[src/rtl/cal_pkg.sv]
`timescale 1ns/1ps
package cal_pkg;
  localparam int unsigned NUM_FIELDS = 8;
  localparam int unsigned REG_ADDR_W = 4;
  localparam logic [REG_ADDR_W-1:0] CTRL_ADDR = 4'd8;

  localparam int unsigned FLD_SEC   = 0;
  localparam int unsigned FLD_MIN   = 1;
  localparam int unsigned FLD_HOUR  = 2;
  localparam int unsigned FLD_WDAY  = 3;
  localparam int unsigned FLD_DATE  = 4;
  localparam int unsigned FLD_MONTH = 5;
  localparam int unsigned FLD_YEAR  = 6;
  localparam int unsigned FLD_CENT  = 7;

  typedef logic [7:0] bcd8_t;

  // Two-digit BCD increment (caller handles the wrap).
  function automatic bcd8_t bcd_inc(input bcd8_t v);
    bcd8_t r;
    if (v[3:0] >= 4'd9) r = {v[7:4] + 4'd1, 4'd0};
    else                r = {v[7:4], v[3:0] + 4'd1};
    return r;
  endfunction

  // Value modulo 4 of a BCD pair: tens*10 mod 4 equals 2*tens[0].
  function automatic logic [1:0] bcd_mod4(input bcd8_t v);
    return {v[4], 1'b0} + v[1:0];
  endfunction

  function automatic logic is_leap(input bcd8_t cent, input bcd8_t yr);
    logic r;
    if (yr == 8'h00) r = (bcd_mod4(cent) == 2'd0);
    else             r = (bcd_mod4(yr) == 2'd0);
    return r;
  endfunction

  function automatic bcd8_t month_last_day(input bcd8_t mon, input logic leap);
    bcd8_t r;
    case (mon)
      8'h02:                      r = leap ? 8'h29 : 8'h28;
      8'h04, 8'h06, 8'h09, 8'h11: r = 8'h30;
      default:                    r = 8'h31;
    endcase
    return r;
  endfunction

  function automatic bcd8_t field_reset(input int unsigned f);
    bcd8_t r;
    case (f)
      FLD_WDAY, FLD_DATE, FLD_MONTH: r = 8'h01;
      FLD_CENT:                      r = 8'h20;
      default:                       r = 8'h00;
    endcase
    return r;
  endfunction

  function automatic bcd8_t field_low(input int unsigned f);
    bcd8_t r;
    case (f)
      FLD_WDAY, FLD_DATE, FLD_MONTH: r = 8'h01;
      default:                       r = 8'h00;
    endcase
    return r;
  endfunction

  function automatic bcd8_t field_high(input int unsigned f);
    bcd8_t r;
    case (f)
      FLD_SEC, FLD_MIN: r = 8'h59;
      FLD_HOUR:         r = 8'h23;
      FLD_WDAY:         r = 8'h07;
      FLD_DATE:         r = 8'h31;
      FLD_MONTH:        r = 8'h12;
      default:          r = 8'h99;
    endcase
    return r;
  endfunction

  // Which field's wrap advances field f.
  function automatic int unsigned carry_src(input int unsigned f);
    int unsigned r;
    case (f)
      FLD_MIN:            r = FLD_SEC;
      FLD_HOUR:           r = FLD_MIN;
      FLD_WDAY, FLD_DATE: r = FLD_HOUR;
      FLD_MONTH:          r = FLD_DATE;
      FLD_YEAR:           r = FLD_MONTH;
      FLD_CENT:           r = FLD_YEAR;
      default:            r = 0;
    endcase
    return r;
  endfunction
endpackage

[src/rtl/cal_prescaler.sv]
`timescale 1ns/1ps
module cal_prescaler #(
  parameter int unsigned TICKS_PER_SEC = 32768
) (
  input  logic clk,
  input  logic rst_n,
  input  logic tick_en,
  input  logic run,
  input  logic clear,
  output logic sec_step
);
  localparam int unsigned CNT_W = (TICKS_PER_SEC > 1) ? $clog2(TICKS_PER_SEC) : 1;
  localparam logic [CNT_W-1:0] LAST = CNT_W'(TICKS_PER_SEC - 1);

  logic [CNT_W-1:0] cnt_q;

  assign sec_step = tick_en && run && !clear && (cnt_q == LAST);

  always_ff @(posedge clk or negedge rst_n) begin
    if (!rst_n)               cnt_q <= '0;
    else if (clear)           cnt_q <= '0;
    else if (tick_en && run)  cnt_q <= (cnt_q == LAST) ? '0 : cnt_q + 1'b1;
  end

  // the count never passes the last phase of a second
  a_r2_count_bound: assert property (@(posedge clk) disable iff (!rst_n)
    cnt_q <= LAST);

  // stopped and not reloaded means the phase holds
  a_r9_phase_frozen: assert property (@(posedge clk) disable iff (!rst_n)
    (!run && !clear) |=> $stable(cnt_q));

  // a time write restarts the second
  a_r8_phase_restart: assert property (@(posedge clk) disable iff (!rst_n)
    clear |=> (cnt_q == '0));
endmodule

[src/rtl/cal_bcd_stage.sv]
`timescale 1ns/1ps
module cal_bcd_stage
  import cal_pkg::*;
(
  input  bcd8_t cur,
  input  bcd8_t low,
  input  bcd8_t high,
  input  logic  inc,
  output bcd8_t nxt,
  output logic  wrap
);
  logic at_top;

  assign at_top = (cur >= high);
  assign wrap   = inc && at_top;

  always_comb begin
    if (!inc)        nxt = cur;
    else if (at_top) nxt = low;
    else             nxt = bcd_inc(cur);
  end
endmodule

[src/rtl/cal_snapshot.sv]
`timescale 1ns/1ps
module cal_snapshot #(
  parameter int unsigned N = 8
) (
  input  logic               clk,
  input  logic               rst_n,
  input  logic               hold,
  input  logic [N-1:0][7:0]  live,
  output logic [N-1:0][7:0]  snap
);
  always_ff @(posedge clk or negedge rst_n) begin
    if (!rst_n)     snap <= '0;
    else if (!hold) snap <= live;
  end

  // a held copy never changes
  a_r10_snap_frozen: assert property (@(posedge clk) disable iff (!rst_n)
    hold |=> $stable(snap));
endmodule

[src/rtl/bcd_calendar_clock.sv]
`timescale 1ns/1ps
module bcd_calendar_clock
  import cal_pkg::*;
#(
  parameter int unsigned TICKS_PER_SEC = 32768
) (
  input  logic       clk,
  input  logic       rst_n,
  input  logic       tick_en,
  input  logic       wr_en,
  input  logic [3:0] wr_addr,
  input  logic [7:0] wr_data,
  input  logic [3:0] rd_addr,
  output logic [7:0] rd_data
);
  logic [NUM_FIELDS-1:0][7:0] time_q;
  logic [NUM_FIELDS-1:0][7:0] time_nxt;
  logic [NUM_FIELDS-1:0][7:0] snap;
  logic  run_q, hold_q;
  logic  wr_time, wr_ctrl, sec_step, leap_now;
  bcd8_t date_high;

  assign wr_time   = wr_en && (wr_addr < CTRL_ADDR);
  assign wr_ctrl   = wr_en && (wr_addr == CTRL_ADDR);
  assign leap_now  = is_leap(time_q[FLD_CENT], time_q[FLD_YEAR]);
  assign date_high = month_last_day(time_q[FLD_MONTH], leap_now);

  cal_prescaler #(.TICKS_PER_SEC(TICKS_PER_SEC)) u_pre (
    .clk(clk), .rst_n(rst_n), .tick_en(tick_en), .run(run_q),
    .clear(wr_time), .sec_step(sec_step)
  );

  // One stage per field; each is advanced by the wrap of its carry source.
  for (genvar g = 0; g < NUM_FIELDS; g++) begin : g_field
    localparam int unsigned SRC = carry_src(g);
    logic  inc_i;
    logic  wrap_o;
    bcd8_t high_i;

    if (g == 0) begin : g_head
      assign inc_i = sec_step;
    end else begin : g_chain
      assign inc_i = g_field[SRC].wrap_o;
    end

    if (g == FLD_DATE) begin : g_dyn
      assign high_i = date_high;
    end else begin : g_fix
      assign high_i = field_high(g);
    end

    cal_bcd_stage u_stage (
      .cur(time_q[g]), .low(field_low(g)), .high(high_i),
      .inc(inc_i), .nxt(time_nxt[g]), .wrap(wrap_o)
    );
  end

  always_ff @(posedge clk or negedge rst_n) begin
    if (!rst_n) begin
      for (int i = 0; i < NUM_FIELDS; i++) time_q[i] <= field_reset(i);
    end else begin
      for (int i = 0; i < NUM_FIELDS; i++) begin
        if (wr_time && (wr_addr[2:0] == 3'(i))) time_q[i] <= wr_data;
        else                                     time_q[i] <= time_nxt[i];
      end
    end
  end

  always_ff @(posedge clk or negedge rst_n) begin
    if (!rst_n) begin
      run_q  <= 1'b1;
      hold_q <= 1'b0;
    end else if (wr_ctrl) begin
      run_q  <= wr_data[0];
      hold_q <= wr_data[1];
    end
  end

  cal_snapshot #(.N(NUM_FIELDS)) u_snap (
    .clk(clk), .rst_n(rst_n), .hold(hold_q), .live(time_q), .snap(snap)
  );

  always_comb begin
    rd_data = '0;
    if (rd_addr < CTRL_ADDR)
      rd_data = hold_q ? snap[rd_addr[2:0]] : time_q[rd_addr[2:0]];
    else if (rd_addr == CTRL_ADDR)
      rd_data = {6'd0, hold_q, run_q};
  end

  // seconds roll from 59 to 00
  a_r3_sec_wrap: assert property (@(posedge clk) disable iff (!rst_n)
    (sec_step && time_q[FLD_SEC] == 8'h59) |=> (time_q[FLD_SEC] == 8'h00));

  // day of week returns to 01 after 07
  a_r4_wday_wrap: assert property (@(posedge clk) disable iff (!rst_n)
    (g_field[FLD_HOUR].wrap_o && time_q[FLD_WDAY] == 8'h07) |=> (time_q[FLD_WDAY] == 8'h01));

  // leap February reaches the 29th
  a_r6_leap_feb: assert property (@(posedge clk) disable iff (!rst_n)
    (g_field[FLD_HOUR].wrap_o && leap_now && time_q[FLD_MONTH] == 8'h02 &&
     time_q[FLD_DATE] == 8'h28) |=> (time_q[FLD_DATE] == 8'h29));

  // year 99 rolls to 00
  a_r7_year_wrap: assert property (@(posedge clk) disable iff (!rst_n)
    (g_field[FLD_MONTH].wrap_o && time_q[FLD_YEAR] == 8'h99) |=> (time_q[FLD_YEAR] == 8'h00));

  // a written value lands in its register
  a_r8_write_lands: assert property (@(posedge clk) disable iff (!rst_n)
    wr_time |=> (time_q[$past(wr_addr[2:0])] == $past(wr_data)));

  // stopped counter holds the time
  a_r9_run_freeze: assert property (@(posedge clk) disable iff (!rst_n)
    (!run_q && !wr_en) |=> $stable(time_q));
endmodule

[config.mk]
export PLATFORM = sky130hd
export DESIGN_NAME = bcd_calendar_clock
export DESIGN_NICKNAME = d
export VERILOG_FILES = /design/src/rtl/cal_pkg.sv /design/src/rtl/cal_prescaler.sv /design/src/rtl/cal_bcd_stage.sv /design/src/rtl/cal_snapshot.sv /design/src/rtl/bcd_calendar_clock.sv
export SDC_FILE = /design/constraint.sdc
export NUM_CORES = 1
export LEC_CHECK = 0
export BUFFER_PORTS_ARGS = -buffer_cell sky130_fd_sc_hd__buf_2
export CORE_ASPECT_RATIO = 1.5
export CORE_UTILIZATION = 55
export CTS_CLUSTER_DIAMETER = 40
export DETAILED_ROUTE_END_ITERATION = 8
export PLACE_DENSITY = 0.83
export SLEW_MARGIN = 20
export SYNTH_ARGS = -nofsm -noshare
export SYNTH_HDL_FRONTEND = slang
export SYNTH_SLANG_ARGS = --single-unit
[constraint.sdc]
create_clock -name clk -period 3.1 [get_ports clk]
set_input_delay 0.155 -clock clk [delete_from_list [all_inputs] [get_ports clk]]
set_output_delay 0.155 -clock clk [all_outputs]
set_load 0.005 [all_outputs]
==> impl_metrics.yaml, run 1 <==
floorplan:
  die_area_um2: 16700
  start_util_pct: 56.6
  dieWidth_um: 106
  row_count: 56
  die_height_um: 158
  ios: 28
  core_area_um2: 15700
sta:
  layout_setup_ws_ns: -0.187
  clock_skew_ns: 0.00862
  final_max_slew_viol_count: 0
  grt_setup_unrepaired: "true"
  period_needed_ns: 3.29
  fin_hold_ws_ns: 0.0639
  tightestPinTransition_ns: 0.909
  finalHoldViolations: 0
  tns_ns: -3.30
  max_freq_mhz: 304
  fin_crit_sh_pct: 106
  slew_headroom_pct: 38.9
  setup_viol: 29
worst_hold_path:
  min_path_type: "in2reg"
detailed_routing:
  vias: 7775
  wl_per_cell_um: 22.6
  ant_nets: 0
  drc: 0
  wl_um: 26200
  via_per_inst: 6.70
  first_pass_iters: 6
  drtIter0Drc: 893
placed_design:
  dp_cells: 1124
  portBuffers: 27
  place_area_um2: 9570
  gp_congestion: 0.990
  hpwl_um: 18300
global_route:
  grt_overflow: 0
  grt_max_degree: 82
  antenna_found_initial: 0
  grt_pass1_vias: 7786
  grt_usage_pct: 33.0
  grt_pass1_wl_um: 41400
logic_synthesis:
  synth_common_cells: "dfrtp_1, nand2_1, o21ai_0"
  syn_area_per_cell_um2: 10.1
  synth-edff-count: 0
  synth_top_area_cell: "dfrtp_1"
  syn-cell-area_um2: 8890
  synthesis.nets: 952
  ys_ff_latch: 145
  yosysSeqAreaShare_pct: 40.9
  synth_most_common_cell: "dfrtp_1"
  synth_cell_types: 72
  ys.flop_type: "dfrtp_1"
  synthCells: 884
  synthArstFlopShare_pct: 100
  yosysWarnings: 0
  synth.area.top_cells: "dfrtp_1, mux4_2, ha_1, mux2_2, nand2_1"
  synth_top_area_share_pct: 39.4
critical_path:
  worst_ep_arrival_time_ns: 3.57
  cp_max_fo: 3
  slowest_stage: "dfstp_2"
  crit_chain: "inv_2, ha_2, o211ai_1, a21oi_1, a31oi_1, nor3_2, mux2i_1, ha_1, or4b_4, a21oi_4, o21a_1, buf_6, nor4_2, a21oi_2, o221ai_1"
  cp.required_ns: 3.38
  critPathCaptureType: "flop"
  cp_top_family: "compound AO/OA/AOI/OAI gates"
  path_class: "reg2reg"
  critPathMaxStageDelay_ns: 0.54
  start_kind: "flop"
  path_buf_inv: 2
cells_and_area:
  drive_gt1_share_pct: 24.5
  diodes: 0
  fillers: 1185
  stdcell_area_um2: 10300
  final_nets: 1012
  area_delta_synth_final_pct: 16.4
  stdcell_count: 1160
cts:
  numCtsBuffers: 17
  clock-sinks: 145
  clk_latency_ns: 0.43
  clk_path_buf_depth: 2
  root_buffer: "clkbuf_16"
  path_clk_slew_ns: 0.06
  htree_levels: 4
  cts_tree: "built"
power:
  p_leak_uw: 0.00445
  vdd_drop_max_v: 0.000356
  power_density_nw_per_um2: 729
run_status:
  violations: "setup timing"
  outcome: "finished, violations left"
run:
  cap_violations: 0
[cells by family after synthesis]
logic type / share of synthesized area, %
AOI/OAI and AO/OA: 14.7
xor gates and xnor gates: 0.985
adders and majority gates: 6.76
buffers and inverters: 4.05
DFF: 40.9
muxes: 15.5
and+or+nand+nor: 17.1
[registers in the layout (all words and copies together), names as in the netlist]
name / flops
hold_q: 1
u_pre.cnt_q: 15
u_snap.snap: 64
run_q: 1
time_q: 64
[worst reg2reg max path, cell delays in order, from the launching register on]
cell,delay [ns]
dfstp_2,0.54
inv_2,0.05
ha_2,0.19
o211ai_1,0.17
a21oi_1,0.10
a31oi_1,0.20
nor3_2,0.07
mux2i_1,0.15
ha_1,0.25
or4b_4,0.51
a21oi_4,0.20
o21a_1,0.20
buf_6,0.13
nor4_2,0.05
a21oi_2,0.22
o221ai_1,0.13
[metal layers]
metal	vias to the layer above	routed length, um	global-route usage [%]	share of wire (%)
li1	3380	-	-	-
met1	3770	9350	38.7	36
met2	466	12700	55.6	48
met3	159	2280	6.05	8.7
met4	0	1900	22.0	7.2
met5	-	0	0	0
[worst paths after layout]
kind                                  from               to  slack, ns  cells past startpoint
max                             time_q[40]       time_q[54]      -0.19                     15
min                             wr_data[4]       time_q[36]       0.06                      3
max reg2reg                     time_q[40]       time_q[54]      -0.19                     15
min reg2reg                u_snap.snap[28]  u_snap.snap[28]       0.49                      2
max in group asynchronous            rst_n       time_q[61]       1.97                      3
min in group asynchronous            rst_n  u_snap.snap[16]       0.34                      2
[through the flow]
stage,power [uW],utilization [%],worst slack (ns)
2_1_floorplan,4260,-,0.0200
3_3_place_gp,5000,61.0,-0.0969
3_5_place_dp,5120,61.0,-0.237
4_1_cts,7460,65.6,-0.160
5_1_grt,7860,65.9,-0.313
6_report,7540,65.9,-0.187
[cell type report]
cell class,instances,area [um^2],share of cell area [%]
tap,203,254,2.45
inverter,42,158,1.52
multi-input combinational,649,4990,48.2
sequential,145,3640,35.2
clock inverter,13,198,1.91
timing repair buffer,89,654,6.32
clock buffer,19,453,4.38
[power by group]
group / switching, uW / internal (uW) / total [uW]
logic: 1200 / 1110 / 2300
clock network: 875 / 1410 / 2280
registers: 554 / 2400 / 2960
[layout by cell type, fill, tap and decap left out, drive strengths merged, types with 12 or more instances in the layout]
cell / netlist / final
buf: 19 / 88
o21ai: 75 / 75
ha: 48 / 48
nand2: 97 / 97
mux4: 38 / 38
a31oi: 16 / 16
nor3: 16 / 16
dfrtp: 140 / 140
nand4: 12 / 12
a21oi: 35 / 35
mux2: 43 / 43
nand3: 41 / 41
clkbuf: 29 / 19
nor2: 51 / 51
nor2b: 19 / 19
inv: 42 / 47
[what timing repair did]
action / 4_1_cts / 5_1_grt
setup endpoints to repair: 31 / 31
hold buffers: 1 / 0
pin swaps: 17 / 6
gates resized for setup: 16 / 8
setup buffers: 2 / 1
endpoints found under the hold margin: 75 / 0
No activity file was read; power rests on OpenSTA's default activity.
==> run 2, diff against run 1 <==
Settings changed: PLACE_DENSITY 0.83 to 0.8.
Clock period 3.1 ns to 3.3 ns, I/O delays scaled along.
==> impl_metrics.yaml, run 2 (same netlist as run 1, synthesis figures left out) <==
cells_and_area:
  mostFrequentLayoutCells: "dfrtp_1, nand2_1, o21ai_0"
  final_common_cell: "dfrtp_1"
  fillers: 1212
  largestRegisters: "time_q (64), u_snap.snap (64), u_pre.cnt_q (15)"
  diodes: 0
  seqCellArea_um2: 3640
  final_nets: 997
  stdcell_area_um2: 10200
  area_delta_synth_final_pct: 15.1
  multiInputGateArea_um2: 5000
  drive_gt1_share_pct: 23.2
power:
  sequentialPowerShare_pct: 39.5
  vdd_drop_max_v: 0.000384
  power.internal_uw: 4630
  p_leak_uw: 0.00435
  switchingPower_uw: 2450
  comb_power_share_pct: 29.3
  swShare_pct: 34.6
  clockPowerShare_pct: 31.2
  power_density_nw_per_um2: 692
cts:
  clk_path_buf_depth: 2
  clock-sinks: 145
  root_buffer: "clkbuf_16"
  clk_latency_ns: 0.44
  cts_tree: "built"
  path_clk_slew_ns: 0.07
  cts_setup_buffers: 0
  htree_levels: 4
  numCtsBuffers: 17
critical_path:
  startpoint: "time_q[40]"
  critical_path_depth: 14
  reg2regPathDepth: 14
  reg2reg_to: "time_q[59]"
  start_kind: "flop"
  crit_chain: "ha_2, nand3b_1, a21oi_1, a31oi_1, nor3_2, buf_4, nor2_1, ha_1, nand2_1, o21a_1, or3_4, buf_6, or4_1, a31oi_1"
  critPathCaptureType: "flop"
  slowest_stage: "dfstp_2"
  path_class: "reg2reg"
  worst_ep_arrival_time_ns: 3.71
  critPathMaxStageDelay_ns: 0.56
  cp_max_fo: 5
  regToRegSetupSlack_ns: -0.05
  path_buf_inv: 2
  cp.required_ns: 3.66
  cpMostUsedCell: "a31oi_1"
  r2r-start: "time_q[40]"
  cp_top_family: "simple AND/OR/NAND/NOR gates"
run_status:
  violations: "setup timing"
  outcome: "finished, violations left"
sta:
  max_freq_mhz: 298
  fin_crit_sh_pct: 102
  grt_setup_unrepaired: "true"
  setup_viol: 3
  clock_skew_ns: 0.0109
  finalHoldViolations: 0
  slew_headroom_pct: 35.5
  tightestPinTransition_ns: 0.959
  period_needed_ns: 3.35
  final_max_slew_viol_count: 0
  tns_ns: -0.0741
  layout_setup_ws_ns: -0.0512
  fin_hold_ws_ns: 0.0758
worst_hold_path:
  min_path_type: "in2reg"
  min_to: "time_q[36]"
  hp-start: "wr_data[4]"
  hold_depth: 3
floorplan:
  die_area_um2: 16700
  ios: 28
  start_util_pct: 56.6
  core_area_um2: 15700
  die_height_um: 158
  row_count: 56
  dieWidth_um: 106
global_route:
  grt_max_degree: 79
  grt_overflow: 0
  grt_usage_pct: 33.1
  grt_pass1_wl_um: 41400
  grt_pass1_vias: 7576
  antenna_found_initial: 0
detailed_routing:
  first_pass_iters: 8
  wl_per_cell_um: 22.8
  drtIter0Drc: 758
  vias: 7703
  drc: 0
  ant_nets: 0
  wl_um: 26100
  via_per_inst: 6.73
placed_design:
  post-place-ws_ns: -0.0386
  gp_congestion: 0.966
  place_area_um2: 9440
  portBuffers: 27
  hpwl_um: 18200
run:
  cap_violations: 0
-- run 2: changes by cell type in the layout (fill, tap and decap cells not counted), sizes merged --
| cell | change |
|---|---|
| buf | -15 |
| clkinv | -2 |
| clkinvlp | +2 |
| bufinv | +1 |
| clkbuf | -1 |
-- run 2: stage by stage --
stage | total power [uW] | cells | utilization (%)
finish | 7080 | 1145 | 65.2
global route | 7390 | 1145 | 65.2
CTS | 6960 | 1145 | 64.6
detailed placement | 4750 | 1112 | 60.2
global placement | 4660 | 1112 | 60.2
floorplan | 3980 | 884 | -
-- run 2: final cells by class --
class | instances | area share, %
clock buffer | 18 | 4.29
clock inverter | 14 | 2.21
inverter | 42 | 1.54
multi-input combinational | 649 | 48.9
sequential | 145 | 35.6
tap | 203 | 2.48
timing repair buffer | 74 | 5.01
-- run 2: worst max path at each step --
stage	to	slack [ns]
after detailed placement	time_q[59]	-0.04
after global placement	time_q[54]	0.03
final	time_q[59]	-0.05
after global routing	time_q[59]	-0.19
after CTS	time_q[35]	-0.02
after floorplan	time_q[34]	0.11
-- run 2: power by group through the flow --
stage	clock network, uW	registers, uW	logic [uW]
finish	2210	2790	2080
global route	2280	2850	2260
CTS	2210	2770	1990
detailed placement	0	2790	1950
global placement	0	2770	1900
floorplan	0	2570	1410
-- run 2: metal layers --
metal | global-route usage [%] | vias up | share of wire, %
met4 | 21.3 | 0 | 6.8
met2 | 54.6 | 452 | 48
met3 | 5.48 | 118 | 8.1
li1 | - | 3349 | -
met5 | 0 | - | 0
met1 | 40.3 | 3784 | 37
-- run 2: what timing repair did --
item                                   CTS  global route
setup endpoints to repair                8            30
resized for setup                        4            25
pin swaps                                4            16
endpoints found under the hold margin   69             0
hold buffers                             1             0
-- run 2: worst min-delay path, delay by kind of cell --
| kind | cells | cell delay [ns] |
|---|---|---|
| and+or+nand+nor | 1 | 0.11 |
| AOI/OAI and AO/OA | 1 | 0.04 |
| buffers and inverters | 1 | 0.14 |
==> run 3, diff against run 2 <==
Settings changed: SETUP_SLACK_MARGIN set to 0.2.
==> impl_metrics.yaml, run 3 (same netlist as run 1, synthesis figures left out) <==
critical_path:
  crit_chain: "inv_4, ha_4, o211ai_1, a21oi_2, a31oi_2, nor3_2, buf_4, buf_4, nor2_1, ha_1, nand2_1, o21a_2, or3_4, or4_1, a31oi_1"
  cp_max_fo: 4
  cp_top_family: "simple AND/OR/NAND/NOR gates"
  cp.required_ns: 3.65
  start_kind: "flop"
  path_class: "reg2reg"
  cpMostUsedCell: "buf_4"
  critPathCaptureType: "flop"
  critPathMaxStageDelay_ns: 0.56
  path_buf_inv: 3
  worst_ep_arrival_time_ns: 3.83
  slowest_stage: "dfstp_2"
floorplan:
  die_height_um: 158
  row_count: 56
  start_util_pct: 56.6
  die_area_um2: 16700
  dieWidth_um: 106
  core_area_um2: 15700
  ios: 28
detailed_routing:
  wl_um: 26700
  drc: 0
  ant_nets: 0
  vias: 7755
  via_per_inst: 6.71
  drtIter0Drc: 896
  first_pass_iters: 7
  wl_per_cell_um: 23.1
cells_and_area:
  mostFrequentLayoutCells: "dfrtp_1, nand2_1, o21ai_0"
  fillers: 1167
  stdcell_count: 1156
  final_common_cell: "dfrtp_1"
  diodes: 0
  largestRegisters: "time_q (64), u_snap.snap (64), u_pre.cnt_q (15)"
  drive_gt1_share_pct: 25.9
  area_delta_synth_final_pct: 17.0
  final_nets: 1009
sta:
  grt_setup_unrepaired: "true"
  setup_viol: 19
  layout_setup_ws_ns: -0.186
  tns_ns: -1.32
  tightestPinTransition_ns: 0.996
  final_max_slew_viol_count: 0
  max_freq_mhz: 287
  slew_headroom_pct: 33.3
  period_needed_ns: 3.49
  clock_skew_ns: 0.0131
  fin_crit_sh_pct: 106
  finalHoldViolations: 0
cts:
  clk_path_buf_depth: 2
  htree_levels: 4
  root_buffer: "clkbuf_16"
  clock-sinks: 145
  numCtsBuffers: 17
  cts_tree: "built"
  clk_latency_ns: 0.43
  path_clk_slew_ns: 0.06
global_route:
  grt_pass1_wl_um: 41200
  grt_usage_pct: 32.8
  antenna_found_initial: 0
  grt_pass1_vias: 7579
  grt_overflow: 0
  grt_max_degree: 69
power:
  p_leak_uw: 0.00441
  power_density_nw_per_um2: 668
  vdd_drop_max_v: 0.000404
run_status:
  violations: "setup timing"
  outcome: "finished, violations left"
placed_design:
  dp_cells: 1109
  gp_congestion: 0.956
  portBuffers: 27
  hpwl_um: 18200
run:
  cap_violations: 0
worst_hold_path:
  min_path_type: "in2reg"
## run 3: tightest hold or removal path, stage by stage
cell,delay [ns]
buf_2,0.14
a21oi_1,0.13
a21oi_1,0.07
## run 3: timing repair
item	CTS	global route
pin swaps	25	25
endpoints found under the hold margin	62	0
setup buffers	7	8
gates resized for setup	28	34
hold buffers	1	0
cloned	0	0
endpoints found under the setup margin	31	31
## run 3: per-layer routing
layer	vias to the layer above	track usage, %	wire (um)
met5	-	0	0
li1	3371	-	-
met3	143	6.09	2290
met1	3771	40.2	9780
met2	470	52.8	12700
met4	0	21.9	1990
## run 3: worst paths after layout
check	end	start	slack, ns	depth (start not counted)
worst min-delay path	time_q[12]	wr_data[4]	0.11	3
min in group asynchronous	u_pre.cnt_q[13]	rst_n	0.30	2
worst min register to register	u_snap.snap[57]	u_snap.snap[57]	0.48	2
max in group asynchronous	time_q[61]	rst_n	2.10	3
worst max-delay path	time_q[59]	time_q[40]	-0.19	15
worst max register to register	time_q[59]	time_q[40]	-0.19	15
## run 3: final cells by class
| type | count | area (um^2) | area share [%] |
|---|---|---|---|
| Inverter | 42 | 160 | 1.54 |
| Sequential cell | 145 | 3640 | 35.0 |
| Tap cell | 203 | 254 | 2.44 |
| Clock buffer | 19 | 443 | 4.26 |
| Clock inverter | 12 | 135 | 1.30 |
| Timing Repair Buffer | 86 | 622 | 5.98 |
| Multi-Input combinational cell | 649 | 5140 | 49.5 |
## run 3: stage by stage
| step | hold slack (ns) | setup WS (ns) | utilization, % | cell area, um^2 | power (uW) |
|---|---|---|---|---|---|
| after CTS | 0.0889 | -0.00189 | 64.8 | 10200 | 6750 |
| after global placement | 0.208 | 0.0401 | 60.0 | 9420 | 4670 |
| final | 0.112 | -0.186 | 66.2 | 10400 | 6950 |
| after floorplan | -0.131 | 0.220 | - | 8910 | 4000 |
| after detailed placement | 0.214 | -0.0415 | 60.0 | 9420 | 4760 |
| after global routing | 0.109 | -0.289 | 66.2 | 10400 | 7250 |
## run 3: power by group
group	internal, uW	switching (uW)	leakage [uW]
logic	1070	1180	0.00237
clock network	1130	795	0.000271
registers	2260	513	0.00176
total	4460	2490	0.00441
